$ cat src/rtl/wdt_pkg.sv
package wdt_pkg;
  localparam int unsigned ADDR_W = 5;
  localparam int unsigned DATA_W = 16;

  localparam logic [ADDR_W-1:0] OFS_COUNT = 5'h00;
  localparam logic [ADDR_W-1:0] OFS_INIT  = 5'h02;
  localparam logic [ADDR_W-1:0] OFS_CTRL  = 5'h04;
  localparam logic [ADDR_W-1:0] OFS_STAT  = 5'h06;
  localparam logic [ADDR_W-1:0] OFS_LOCK  = 5'h08;

  typedef struct packed {
    logic boot;
    logic to2;
    logic to1;
  } stat_t;
endpackage

$ cat src/rtl/wdt_rst_sync.sv
module wdt_rst_sync (
  input  logic clk,
  input  logic rst_n,
  output logic rst_sync_n
);
  logic [1:0] sync_q;

  always_ff @(posedge clk or negedge rst_n) begin
    if (!rst_n) sync_q <= '0;
    else        sync_q <= {sync_q[0], 1'b1};
  end

  assign rst_sync_n = sync_q[1];
endmodule

$ cat src/rtl/wdt_prescaler.sv
module wdt_prescaler #(
  parameter int unsigned TICK_CYCLES = 4
) (
  input  logic clk,
  input  logic rst_n,
  input  logic run,
  input  logic restart,
  output logic tick
);
  localparam int unsigned PW = (TICK_CYCLES > 1) ? $clog2(TICK_CYCLES) : 1;
  localparam logic [PW-1:0] LAST = PW'(TICK_CYCLES - 1);

  logic [PW-1:0] pre_q, pre_d;
  logic          pre_en;

  // A tick is the cycle where the prescaler sits at its last value.
  assign tick = run & ~restart & (pre_q == LAST);

  always_comb begin
    pre_en = restart | run;
    if (restart || tick) pre_d = '0;
    else                 pre_d = pre_q + 1'b1;
  end

  always_ff @(posedge clk or negedge rst_n) begin
    if (!rst_n)      pre_q <= '0;
    else if (pre_en) pre_q <= pre_d;
  end
endmodule

$ cat src/rtl/wdt_counter.sv
module wdt_counter #(
  parameter int unsigned CNT_W        = 10,
  parameter int unsigned INIT_DEFAULT = 50
) (
  input  logic             clk,
  input  logic             rst_n,
  input  logic             tick,
  input  logic             reload,
  input  logic [CNT_W-1:0] init_val,
  output logic [CNT_W-1:0] count,
  output logic             expire
);
  logic [CNT_W-1:0] cnt_q, cnt_d;
  logic             cnt_en;

  // The tick that would take the count below 1 expires and reloads instead.
  assign expire = tick & ~reload & (cnt_q <= CNT_W'(1));

  always_comb begin
    cnt_en = reload | tick;
    if (reload || expire) cnt_d = init_val;
    else                  cnt_d = cnt_q - 1'b1;
  end

  always_ff @(posedge clk or negedge rst_n) begin
    if (!rst_n)      cnt_q <= CNT_W'(INIT_DEFAULT);
    else if (cnt_en) cnt_q <= cnt_d;
  end

  assign count = cnt_q;
endmodule

$ cat src/rtl/wdt_regs.sv
module wdt_regs
  import wdt_pkg::*;
#(
  parameter int unsigned CNT_W        = 10,
  parameter int unsigned INIT_DEFAULT = 50,
  parameter int unsigned MIN_INIT     = 4
) (
  input  logic              clk,
  input  logic              rst_n,
  input  logic [ADDR_W-1:0] bus_addr,
  input  logic              bus_wr,
  input  logic [DATA_W-1:0] bus_wdata,
  output logic [DATA_W-1:0] bus_rdata,
  input  logic [CNT_W-1:0]  count,
  input  logic              expire,
  output logic              reload,
  output logic              halt,
  output logic              stopped,
  output logic              lock,
  output logic              to2_flag,
  output logic [CNT_W-1:0]  init_val,
  output logic              reset_pulse
);
  // Write decode
  logic wr_init, wr_ctrl, wr_stat, wr_lock, init_ok;
  logic [2:0] clr;

  assign reload  = bus_wr & (bus_addr == OFS_COUNT);
  assign wr_init = bus_wr & (bus_addr == OFS_INIT);
  assign wr_ctrl = bus_wr & (bus_addr == OFS_CTRL);
  assign wr_stat = bus_wr & (bus_addr == OFS_STAT);
  assign wr_lock = bus_wr & (bus_addr == OFS_LOCK);
  assign init_ok = bus_wdata[CNT_W-1:0] >= CNT_W'(MIN_INIT);
  assign clr     = wr_stat ? bus_wdata[2:0] : 3'b000;

  // State
  logic [DATA_W-1:0] init_q;
  logic              halt_q, lock_q, stop_q, stop_d, pulse_q, pulse_d;
  stat_t             stat_q, stat_d;
  logic              first_exp, second_exp, init_en;

  // Classification uses the flag before any same-cycle write.
  assign first_exp  = expire & ~stat_q.to1;
  assign second_exp = expire &  stat_q.to1;
  assign init_en    = wr_init & init_ok;

  always_comb begin
    stat_d.to1  = (stat_q.to1  & ~clr[0]) | first_exp;
    stat_d.to2  = (stat_q.to2  & ~clr[1]) | second_exp;
    stat_d.boot =  stat_q.boot & ~clr[2];
    pulse_d     = second_exp & ~lock_q;
    if (reload) stop_d = 1'b0;
    else        stop_d = stop_q | second_exp;
  end

  always_ff @(posedge clk or negedge rst_n) begin
    if (!rst_n)       init_q <= DATA_W'(INIT_DEFAULT);
    else if (init_en) init_q <= bus_wdata;
  end

  always_ff @(posedge clk or negedge rst_n) begin
    if (!rst_n)       halt_q <= 1'b1;
    else if (wr_ctrl) halt_q <= bus_wdata[0];
  end

  always_ff @(posedge clk or negedge rst_n) begin
    if (!rst_n)       lock_q <= 1'b1;
    else if (wr_lock) lock_q <= bus_wdata[0];
  end

  always_ff @(posedge clk or negedge rst_n) begin
    if (!rst_n) begin
      stat_q  <= '{boot: 1'b1, to2: 1'b0, to1: 1'b0};
      stop_q  <= 1'b0;
      pulse_q <= 1'b0;
    end else begin
      stat_q  <= stat_d;
      stop_q  <= stop_d;
      pulse_q <= pulse_d;
    end
  end

  // Read mux
  always_comb begin
    unique case (bus_addr)
      OFS_COUNT: bus_rdata = DATA_W'(count);
      OFS_INIT:  bus_rdata = init_q;
      OFS_CTRL:  bus_rdata = {{(DATA_W-1){1'b0}}, halt_q};
      OFS_STAT:  bus_rdata = {{(DATA_W-3){1'b0}}, stat_q};
      OFS_LOCK:  bus_rdata = {{(DATA_W-1){1'b0}}, lock_q};
      default:   bus_rdata = '0;
    endcase
  end

  assign halt        = halt_q;
  assign stopped     = stop_q;
  assign lock        = lock_q;
  assign to2_flag    = stat_q.to2;
  assign init_val    = init_q[CNT_W-1:0];
  assign reset_pulse = pulse_q;
endmodule

$ cat src/rtl/wdt_two_stage.sv
module wdt_two_stage #(
  parameter int unsigned CNT_W        = 10,
  parameter int unsigned TICK_CYCLES  = 30_000_000,
  parameter int unsigned INIT_DEFAULT = 50,
  parameter int unsigned MIN_INIT     = 4
) (
  input  logic        clk,
  input  logic        rst_n,
  input  logic [4:0]  bus_addr,
  input  logic        bus_wr,
  input  logic [15:0] bus_wdata,
  output logic [15:0] bus_rdata,
  output logic        sys_reset_pulse
);
  logic             rst_sync_n;
  logic             tick_w, run_w, reload_w, halt_w, stop_w, lock_w, to2_w, exp_w;
  logic [CNT_W-1:0] count_w, init_w;

  wdt_rst_sync u_rst (
    .clk        (clk),
    .rst_n      (rst_n),
    .rst_sync_n (rst_sync_n)
  );

  assign run_w = ~halt_w & ~stop_w;

  wdt_prescaler #(.TICK_CYCLES(TICK_CYCLES)) u_pre (
    .clk     (clk),
    .rst_n   (rst_sync_n),
    .run     (run_w),
    .restart (reload_w),
    .tick    (tick_w)
  );

  wdt_counter #(.CNT_W(CNT_W), .INIT_DEFAULT(INIT_DEFAULT)) u_cnt (
    .clk      (clk),
    .rst_n    (rst_sync_n),
    .tick     (tick_w),
    .reload   (reload_w),
    .init_val (init_w),
    .count    (count_w),
    .expire   (exp_w)
  );

  wdt_regs #(.CNT_W(CNT_W), .INIT_DEFAULT(INIT_DEFAULT), .MIN_INIT(MIN_INIT)) u_regs (
    .clk         (clk),
    .rst_n       (rst_sync_n),
    .bus_addr    (bus_addr),
    .bus_wr      (bus_wr),
    .bus_wdata   (bus_wdata),
    .bus_rdata   (bus_rdata),
    .count       (count_w),
    .expire      (exp_w),
    .reload      (reload_w),
    .halt        (halt_w),
    .stopped     (stop_w),
    .lock        (lock_w),
    .to2_flag    (to2_w),
    .init_val    (init_w),
    .reset_pulse (sys_reset_pulse)
  );
endmodule

$ cat config.mk
export PLATFORM = sky130hd
export DESIGN_NAME = wdt_two_stage
export DESIGN_NICKNAME = d
export VERILOG_FILES = /design/src/rtl/wdt_pkg.sv /design/src/rtl/wdt_rst_sync.sv /design/src/rtl/wdt_prescaler.sv /design/src/rtl/wdt_counter.sv /design/src/rtl/wdt_regs.sv /design/src/rtl/wdt_two_stage.sv
export SDC_FILE = /design/constraint.sdc
export NUM_CORES = 1
export LEC_CHECK = 0
export BUFFER_PORTS_ARGS = -buffer_cell sky130_fd_sc_hd__buf_2
export CAP_MARGIN = 20
export CORE_MARGIN = 2
export CORE_UTILIZATION = 63
export CTS_CLUSTER_DIAMETER = 40
export DETAILED_ROUTE_END_ITERATION = 8
export GPL_TIMING_DRIVEN = 0
export HOLD_SLACK_MARGIN = 0.12
export PLACE_DENSITY = 0.85
export SYNTH_ARGS = -nofsm -noshare
export SYNTH_HDL_FRONTEND = slang
export SYNTH_HIERARCHICAL = 1
export SYNTH_SLANG_ARGS = --single-unit
$ cat constraint.sdc
create_clock -name clk -period 4.8 [get_ports clk]
set_input_delay 0.96 -clock clk [delete_from_list [all_inputs] [get_ports clk]]
set_output_delay 0.96 -clock clk [all_outputs]
set_load 0.005 [all_outputs]
# Yosys cells after proc, flatten, opt, wreduce, memory -nomap -nowiden
# Index checks and enable logic that the tools add are counted.
# classes
order_cmp,2
bitwise,30
eq_ne,5
addsub,2
muxes,5
n_reduce_logical,3
# ops
cell,count
one-hot mux 16 bit (5 select lines),1
adder 25 x 1 -> 25 bit (second input constant),1
== test 25 bit (second input constant),1
2-to-1 mux 25 bit,1
bitwise AND 1 bit,17
== test 5 x 3 -> 1 bit (second input constant),2
>= comparator 10 x 3 -> 1 bit (second input constant),1
<= comparator 10 x 1 -> 1 bit (second input constant),1
2-to-1 mux 10 bit,1
subtractor 10 x 1 -> 10 bit (second input constant),1
inverter 1 bit,8
== test 5 x 2 -> 1 bit (second input constant),1
== test 5 x 4 -> 1 bit (second input constant),1
logical NOT 5 bit,1
bitwise OR 1 bit,5
2-to-1 mux 3 bit,1
logical OR 1 bit,2
2-to-1 mux 1 bit,1
# word_totals
input_bits,24
elab_cells,58
regBits,60
out_inout_bits,17

# Logic depth before layout (Yosys ltp)
# Gate-level depths: netlist of the first run.
# logic_depth
word_depth,10
depth_mapped,12
mapped_depth_nobuf,10

# Cells and area by module
# The synthesis of the first run kept the hierarchy.
# modules_own_cells
module,area_per_inst_um2,n_inst,seq_area_each_um2,cells_each
wdt_prescaler,1355.0,1,625.6,145
wdt_regs,1251.2,1,583.1,103
wdt_counter,738.2,1,254.0,84
wdt_rst_sync,53.8,1,50.0,3
wdt_two_stage,3.8,1,0.0,1

# Worst setup path before layout of the first run
# OpenSTA, ideal clock, no wires.
# synth_timing
path_type,in2reg
startpoint,input bus_addr[3]
endpoint,register u_cnt.cnt_q[6] (netlist: u_cnt/count[6])
cell_stages,12
path_slack_ns,1.431
t_required_ns,4.655
t_arrival_ns,3.224
n_path_buf,3
setup_ns,0.145
path_cell_list,nor2_1 clkbuf_1 and3_1 nor4bb_1 nand4_1 nor2_1 nor2b_1 and4_1 buf_2 or2_1 clkbuf_1 a221oi_1
# synth_via
elab_chain_cells,9
elab_cells_between_ends,10
cone_classes,mux (1); bitwise (7); reduce/logical (2)
# synth_rtl
item,line_no,text
start: declaration,wdt_two_stage.sv:9,"input logic [4:0] bus_addr,"
logical NOT 5 bit (*),wdt_regs.sv:28,assign reload = bus_wr & (bus_addr == OFS_COUNT);
bitwise AND 1 bit (*),wdt_regs.sv:28,
via reload_w,wdt_two_stage.sv:16,"logic tick_w, run_w, reload_w, halt_w, stop_w, lock_w, to2_w, exp_w;"
inverter 1 bit (*),wdt_prescaler.sv:17,assign tick = run & ~restart & (pre_q == LAST);
bitwise AND 1 bit (*) (2 in a row),wdt_prescaler.sv:17,
via tick_w,wdt_two_stage.sv:16,
bitwise AND 1 bit (2 in a row),wdt_counter.sv:17,assign expire = tick & ~reload & (cnt_q <= CNT_W'(1));
logical OR 1 bit,wdt_counter.sv:21,if (reload || expire) cnt_d = init_val;
2-to-1 mux 10 bit,wdt_counter.sv:21,
end signal: assignment,wdt_counter.sv:26,if (!rst_n) cnt_q <= CNT_W'(INIT_DEFAULT);
end signal: assignment,wdt_counter.sv:27,else if (cnt_en) cnt_q <= cnt_d;
end: declaration,wdt_counter.sv:13,"logic [CNT_W-1:0] cnt_q, cnt_d;"
# Mark *: on every way through the listed nets, which the timed path passes. The rest lies on a longest branch.
# A chain may end at the register's enable or synchronous reset.

# Worst setup path after layout of the first run
# layout_timing
startpoint,input bus_addr[2]
endpoint,register u_cnt.cnt_q[9] (netlist: u_cnt/count[9])
# Same word-level chain as after synthesis.

==> results of run 1 <==
where the power goes:
group,total (W),leakage (nW),switching [W],internal (W)
Sequential,0.000666,0.751,0.0000795,0.000586
Combinational,0.000253,0.872,0.000114,0.000139
Clock,0.000534,0.120,0.000198,0.000336
cell type report:
type                       count  area (um^2)
buffer                        27        171.4
fill                         357         1224
clock buffer                  13        168.9
clock inverter                 3        68.82
timing repair buffer          41        220.2
multi-input combinational    239         1680
inverter                      10        37.54
tap                           70        87.58
sequential                    60         1514
state kept, by name, summed over array words and instances (netlist names):
| name | flops |
|---|---|
| u_regs/reset_pulse | 1 |
| u_regs/init_q | 16 |
| u_rst/sync_q | 2 |
| u_cnt/count | 10 |
| u_regs/halt | 1 |
| u_regs/stopped | 1 |
| u_pre/pre_q | 25 |
| u_regs/to2_flag | 1 |
| u_regs/lock | 1 |
| u_regs/stat_q | 2 |
per-stage QoR:
| stage | setup slack (ns) | total power [W] | util | cells | hold slack [ns] |
|---|---|---|---|---|---|
| 2_1_floorplan | 1.431 | 0.0008496 | - | 336 | 0.3312 |
| 3_3_place_gp | 0.6845 | 0.0009052 | 0.7134 | 446 | 0.3426 |
| 3_5_place_dp | 0.6604 | 0.0009204 | 0.7175 | 447 | 0.2788 |
| 4_1_cts | 0.9977 | 0.001459 | 0.7634 | 463 | 0.2800 |
| 5_1_grt | 0.6524 | 0.001523 | 0.7634 | 463 | 0.3230 |
| 6_report | 0.9352 | 0.001453 | 0.7634 | 463 | 0.2608 |
worst max-delay path by stage:
stage                           start        endpoint  cells after the start
final                     bus_addr[2]  u_cnt/count[9]                     13
after floorplan           bus_addr[3]  u_cnt/count[6]                     12
after CTS                 bus_addr[2]  u_cnt/count[9]                     13
after global routing      bus_addr[3]  u_cnt/count[9]                     13
after global placement    bus_addr[3]  u_cnt/count[6]                     13
after detailed placement  bus_addr[3]  u_cnt/count[9]                     13
kinds of logic (layout without fill, tap and decap cells):
kind of cell,Yosys count,count (layout),share of synthesized area
xor+xnor,10,10,0.02574
other cells,1,1,0.001102
buf+inv,37,94,0.06142
mux,18,18,0.06914
simple gates,130,130,0.2236
compound gates,77,77,0.1633
flops,60,60,0.4446
fa+ha+maj,3,3,0.01103
synth_stat cells, types with 3 or more instances:
cell / instances
a221o_1: 6
nor2_1: 22
nand3b_1: 3
a21oi_1: 15
and3_1: 13
nand2_1: 13
or3_1: 14
mux2_4: 9
xnor2_1: 5
xor2_1: 5
clkbuf_1: 7
nor3b_1: 3
mux2_2: 8
dfstp_2: 9
nand3_1: 8
ha_1: 3
nand4_1: 13
nor2b_1: 7
and2_1: 3
o21ai_0: 21
nor3_1: 6
a22o_1: 10
nand2b_1: 3
or4_1: 6
dfrtp_1: 51
and4_1: 6
a211oi_1: 3
buf_4: 10
inv_1: 10
buf_2: 7
o2111a_1: 3
metal layers:
layer / GRT usage / wire (um) / up-vias
met4: 0.1107 / 135 / 0
li1: - / - / 1345
met3: 0.04186 / 393 / 13
met5: 0 / 0 / -
met1: 0.3812 / 3406 / 1381
met2: 0.4261 / 3566 / 97
worst reg2reg max path, cell delays in order, from the launching register on:
cell and delay (ns):
dfrtp_1 0.38, nor2_1 0.40, nand4b_1 0.14, or4_1 0.48, nor2_1 0.43, nor2b_1 0.30
and4_1 0.22, buf_2 0.21, or2_1 0.13, clkbuf_1 0.35, a221oi_1 0.17
==> results.yml, run 1 <==
worst_setup_path:
  crit_slowest_cell: "nor2_1"
  crit_arrival_ns: 4.06
  crit_path_max_fanout: 10
  crit_type: "in -> reg"
  path_buf_inv: 4
  end_kind: "register"
  cp-start-kind: "input pin"
  max_stage_delay_ns: 0.47
  path_cells: "buf_2, nor2_1, clkbuf_1, and3_1, nor4bb_1, nand4_1, nor2_1, nor2b_1, and4_1, buf_2, or2_1, clkbuf_1, a221oi_1"
  rrSetupSlack_ns: 1.45
  r2r-end: "u_cnt/count[9]"
  reg2reg_from: "u_regs/stopped"
  required_ns: 4.99
  cp_top_family: "simple AND/OR/NAND/NOR gates"
  reg2regPathDepth: 10
timing:
  finClkSkew_ns: 0.007421
  setup_violations: 0
  slew-limit-headroom: 0.6067
  clock.fmax_ghz: 0.2587
  finalCritPeriodShare: 0.8052
  drv_slew: 0
  worstMarginPinSlew_ns: 0.5855
  tns_ns: 0
  layout_min_cycle_time_ns: 3.865
  hold_viol: 0
  rsz0062_at_grt: "false"
global_route:
  grt_use_total: 0.2721
  grt_pass1_vias: 2714
  grt_start_max_net_pins: 37
  antenna_found_initial: 0
  overflow: 0
  grt_pass1_wl_mm: 12.86
layout:
  finalInstanceArea_um2: 3949
  nNetsFinal: 415
  drive_above_1_share: 0.2774
  antennaDiodeCount: 0
  final_cell_mix: "dfrtp_1, buf_2, nor2_1"
  syn_to_final_growth_pct: 16.07
  final_common_cell: "dfrtp_1"
logic_synthesis:
  synth_flop_cell: "dfrtp_1"
  ys_warn_count: 6
  syn_inst: 336
  synth.distinct_cells: 58
  postSynthAreaPerCell_um2: 10.13
  ys_top_cells_by_area: "dfrtp_1, dfstp_2, mux2_4"
  ys_ff_latch: 60
  synthesis.area_um2: 3402
  synth-edff-count: 0
  yosys.area.top_type_share: 0.3751
  ys_seq_area_frac: 0.4446
  synthesis.nets: 363
  async_flop_share: 1.000
  yosysTopAreaCell: "dfrtp_1"
drt:
  first_pass_iters: 5
  drt_iter0_drc: 264
  vias_per_cell: 6.125
  ant_nets: 0
  postRouteWirelength_mm: 7.501
  drc: 0
  vias: 2836
  wl_per_cell_um: 16.20
clock_tree:
  cts.clk_slew.worst_paths_ns: 0.07
  cts_resized: 0
  post_cts_buffers: 0
  cts_buffers: 9
  cts_tree: "built"
  cts_buffer_depth: 2
  cts.sinks: 60
  clk_latency_ns: 0.34
  ctsHoldBuffers: 0
  cts-root-buf: "clkbuf_8"
  htree_num_levels: 3
placed_design:
  io_buffers: 40
  hpwl_mm: 5.160
  place_congestion: 0.8711
  dpl_cell_area_um2: 3711
power_and_ir_drop:
  max-vdd-ir-drop_mv: 0.2503
  p_leak_nw: 1.743
  powerDensity_nw_per_um2: 367.9
floorplanning:
  rows: 26
  ioPinCount: 41
  start_util: 0.6577
  core_um2: 5172
  die_area_um2: 6004
  die_x_um: 77.49
  die_height_um: 77.49
run:
  cap_violations: 0
worst_hold_path:
  worstHoldPathType: "reg -> async"
status:
  status: "complete, no violations"
(Power assumes the default switching activity.)
==> inputs of run 2 (changes only) <==
ABC_AREA = 1   (was not set)
CORE_UTILIZATION = 59   (was 63)
PLACE_DENSITY = 0.8   (was 0.85)
clock period = 3.7 ns   (was 4.8 ns; I/O delays follow)
==> results.yml, run 2 <==
drt:
  wl_per_cell_um: 12.25
  vias: 3678
  vias_per_cell: 5.224
  drt_iter0_drc: 238
  postRouteWirelength_mm: 8.624
  first_pass_iters: 6
  drc: 0
  ant_nets: 0
logic_synthesis:
  synth_common_cells: "nand2_1, nor2_1, inv_1, dfrtp_1, nand3_1"
  ys_ff_latch: 60
  synth.most_common_cell: "nand2_1"
  ys_seq_area_frac: 0.3868
  async_flop_share: 1.000
  synthesis.nets: 597
  ys_top_cells_by_area: "dfrtp_1, nand2_1, nor2_1"
  synth.distinct_cells: 33
  postSynthAreaPerCell_um2: 6.862
  yosysTopAreaCell: "dfrtp_1"
  synthesis.area_um2: 3911
  syn_inst: 570
  ys_warn_count: 6
  synth-edff-count: 0
  yosys.area.top_type_share: 0.3263
  synth_flop_cell: "dfrtp_1"
timing:
  whs_ns: 0.1674
  layout_min_cycle_time_ns: 3.011
  rsz0062_at_grt: "false"
  finClkSkew_ns: 0.007052
  tns_ns: 0
  setup_violations: 0
  slew-limit-headroom: 0.4776
  clock.fmax_ghz: 0.3321
  drv_slew: 0
  hold_viol: 0
  setup_ws_ns: 0.6886
  finalCritPeriodShare: 0.8139
  worstMarginPinSlew_ns: 0.7808
placed_design:
  post-place-ws_ns: 0.3647
  hpwl_mm: 6.596
  place_congestion: 0.9360
  io_buffers: 40
  dpl_cell_area_um2: 4229
worst_setup_path:
  crit_arrival_ns: 3.24
  cp-start-kind: "input pin"
  cp_top_family: "simple AND/OR/NAND/NOR gates"
  crit_path_max_fanout: 10
  crit_top_cell: "nor2_1"
  path_buf_inv: 4
  max_stage_delay_ns: 0.64
  crit_type: "in -> reg"
  crit_slowest_cell: "nor2_1"
  end_kind: "register"
  path_cells: "buf_2, nor2_1, nand3_1, nor2_1, nor2_1, nand2_1, nor3_2, nand2_2, inv_1, nor2_2, inv_1, buf_2, nand3_1, o21ai_1"
  required_ns: 3.93
layout:
  nNetsFinal: 649
  final_common_cell: "nand2_1"
  antennaDiodeCount: 0
  finalInstanceArea_um2: 4444
  final_cell_mix: "nand2_1, nor2_1, inv_1"
  syn_to_final_growth_pct: 13.63
  largest_reg_flops: 25
  drive_above_1_share: 0.1946
  top_register: "u_pre/pre_q"
clock_tree:
  cts_buffer_depth: 2
  cts_resized: 0
  post_cts_buffers: 0
  clk_latency_ns: 0.34
  cts_buffers: 9
  htree_num_levels: 3
  ctsHoldBuffers: 0
  cts.sinks: 60
  cts_tree: "built"
  cts-root-buf: "clkbuf_8"
  cts.clk_slew.worst_paths_ns: 0.07
power_and_ir_drop:
  powerDensity_nw_per_um2: 480.1
  max-vdd-ir-drop_mv: 0.3249
  p_leak_nw: 2.388
  finalPower_w: 0.002134
floorplanning:
  ioPinCount: 41
  start_util: 0.6125
  rows: 29
  die_height_um: 85.42
  die_x_um: 85.42
  die_area_um2: 7297
  core_um2: 6386
global_route:
  antenna_found_initial: 0
  grt_use_total: 0.2590
  grt_start_max_net_pins: 31
  grt_pass1_wl_mm: 15.30
  grt_pass1_vias: 3559
  overflow: 0
run:
  cap_violations: 0
status:
  status: "complete, no violations"
worst_hold_path:
  worstHoldPathType: "in -> async"
run 2: cell types whose count changed after synthesis, moves of 12 or more:
cell / before / now
inv_1: 10 / 73
nor2_4: 0 / 12
or3_1: 14 / 0
nand2_1: 13 / 182
nor2_1: 22 / 87
nand3_1: 8 / 43
and3_1: 13 / 0
run 2: final timing paths:
check / cells past startpoint / slack (ns) / from / end
max: 14 / 0.69 / bus_addr[0] / u_cnt/count[2]
min: 1 / 0.17 / rst_n / u_rst/sync_q[0]
max reg2reg: 11 / 1.38 / u_regs/stopped / u_regs/reset_pulse
min reg2reg: 0 / 0.30 / u_rst/sync_q[1] / u_pre/pre_q[17]
max in group asynchronous: 1 / 2.74 / u_rst/sync_q[1] / u_regs/stat_q[2]
min in group clk: 0 / 0.36 / u_rst/sync_q[0] / u_rst/sync_q[1]
run 2: cell families (layout without fill, tap and decap cells):
kind of cell	after synthesis	count (layout)	synth area share
AO/OA/AOI/OAI	33	33	0.04351
XOR/XNOR	8	8	0.01791
adder cells (fa/ha/maj)	3	3	0.009598
buffers and inverters	97	154	0.1113
flip-flops	60	60	0.3868
other	1	1	0.0009588
AND/OR/NAND/NOR	368	368	0.4299
run 2: cell type report:
type | instances | area, um^2
inverter | 80 | 300.3
multi-input combinational | 413 | 1963
clock buffer | 9 | 123.9
buffer | 17 | 135.1
clock inverter | 7 | 91.34
fill | 546 | 1942
tap | 77 | 96.34
timing repair buffer | 41 | 220.2
sequential | 60 | 1514
run 2: worst reg2reg max path, cell delays in order, from the launching register on:
cell     delay, ns
dfrtp_1       0.38
nor2_1        0.36
inv_1         0.07
nor2_1        0.09
nand2_1       0.07
nor3_2        0.12
nand2_2       0.11
inv_1         0.09
nand2_1       0.08
nor4_1        0.55
nand2_1       0.17
nor2_1        0.15
run 2: where the power goes:
group / total, W / switching (W) / internal, W
Sequential: 0.000939 / 0.000142 / 0.000798
Combinational: 0.000553 / 0.000336 / 0.000217
Clock: 0.000642 / 0.000265 / 0.000376
run 2: metrics by stage:
| stage | utilization | std cells |
|---|---|---|
| after global routing | 0.6959 | 704 |
| after detailed placement | 0.6622 | 688 |
| after CTS | 0.6959 | 704 |
| after global placement | 0.6589 | 687 |
| after floorplan | - | 570 |
| final | 0.6959 | 704 |
run 2: routing by layer:
layer | global-route usage | routed length, um | up-vias
li1 | - | - | 1863
met2 | 0.4134 | 3843 | 115
met5 | 0 | 0 | -
met1 | 0.3618 | 4162 | 1689
met4 | 0.08369 | 97 | 0
met3 | 0.04280 | 521 | 11
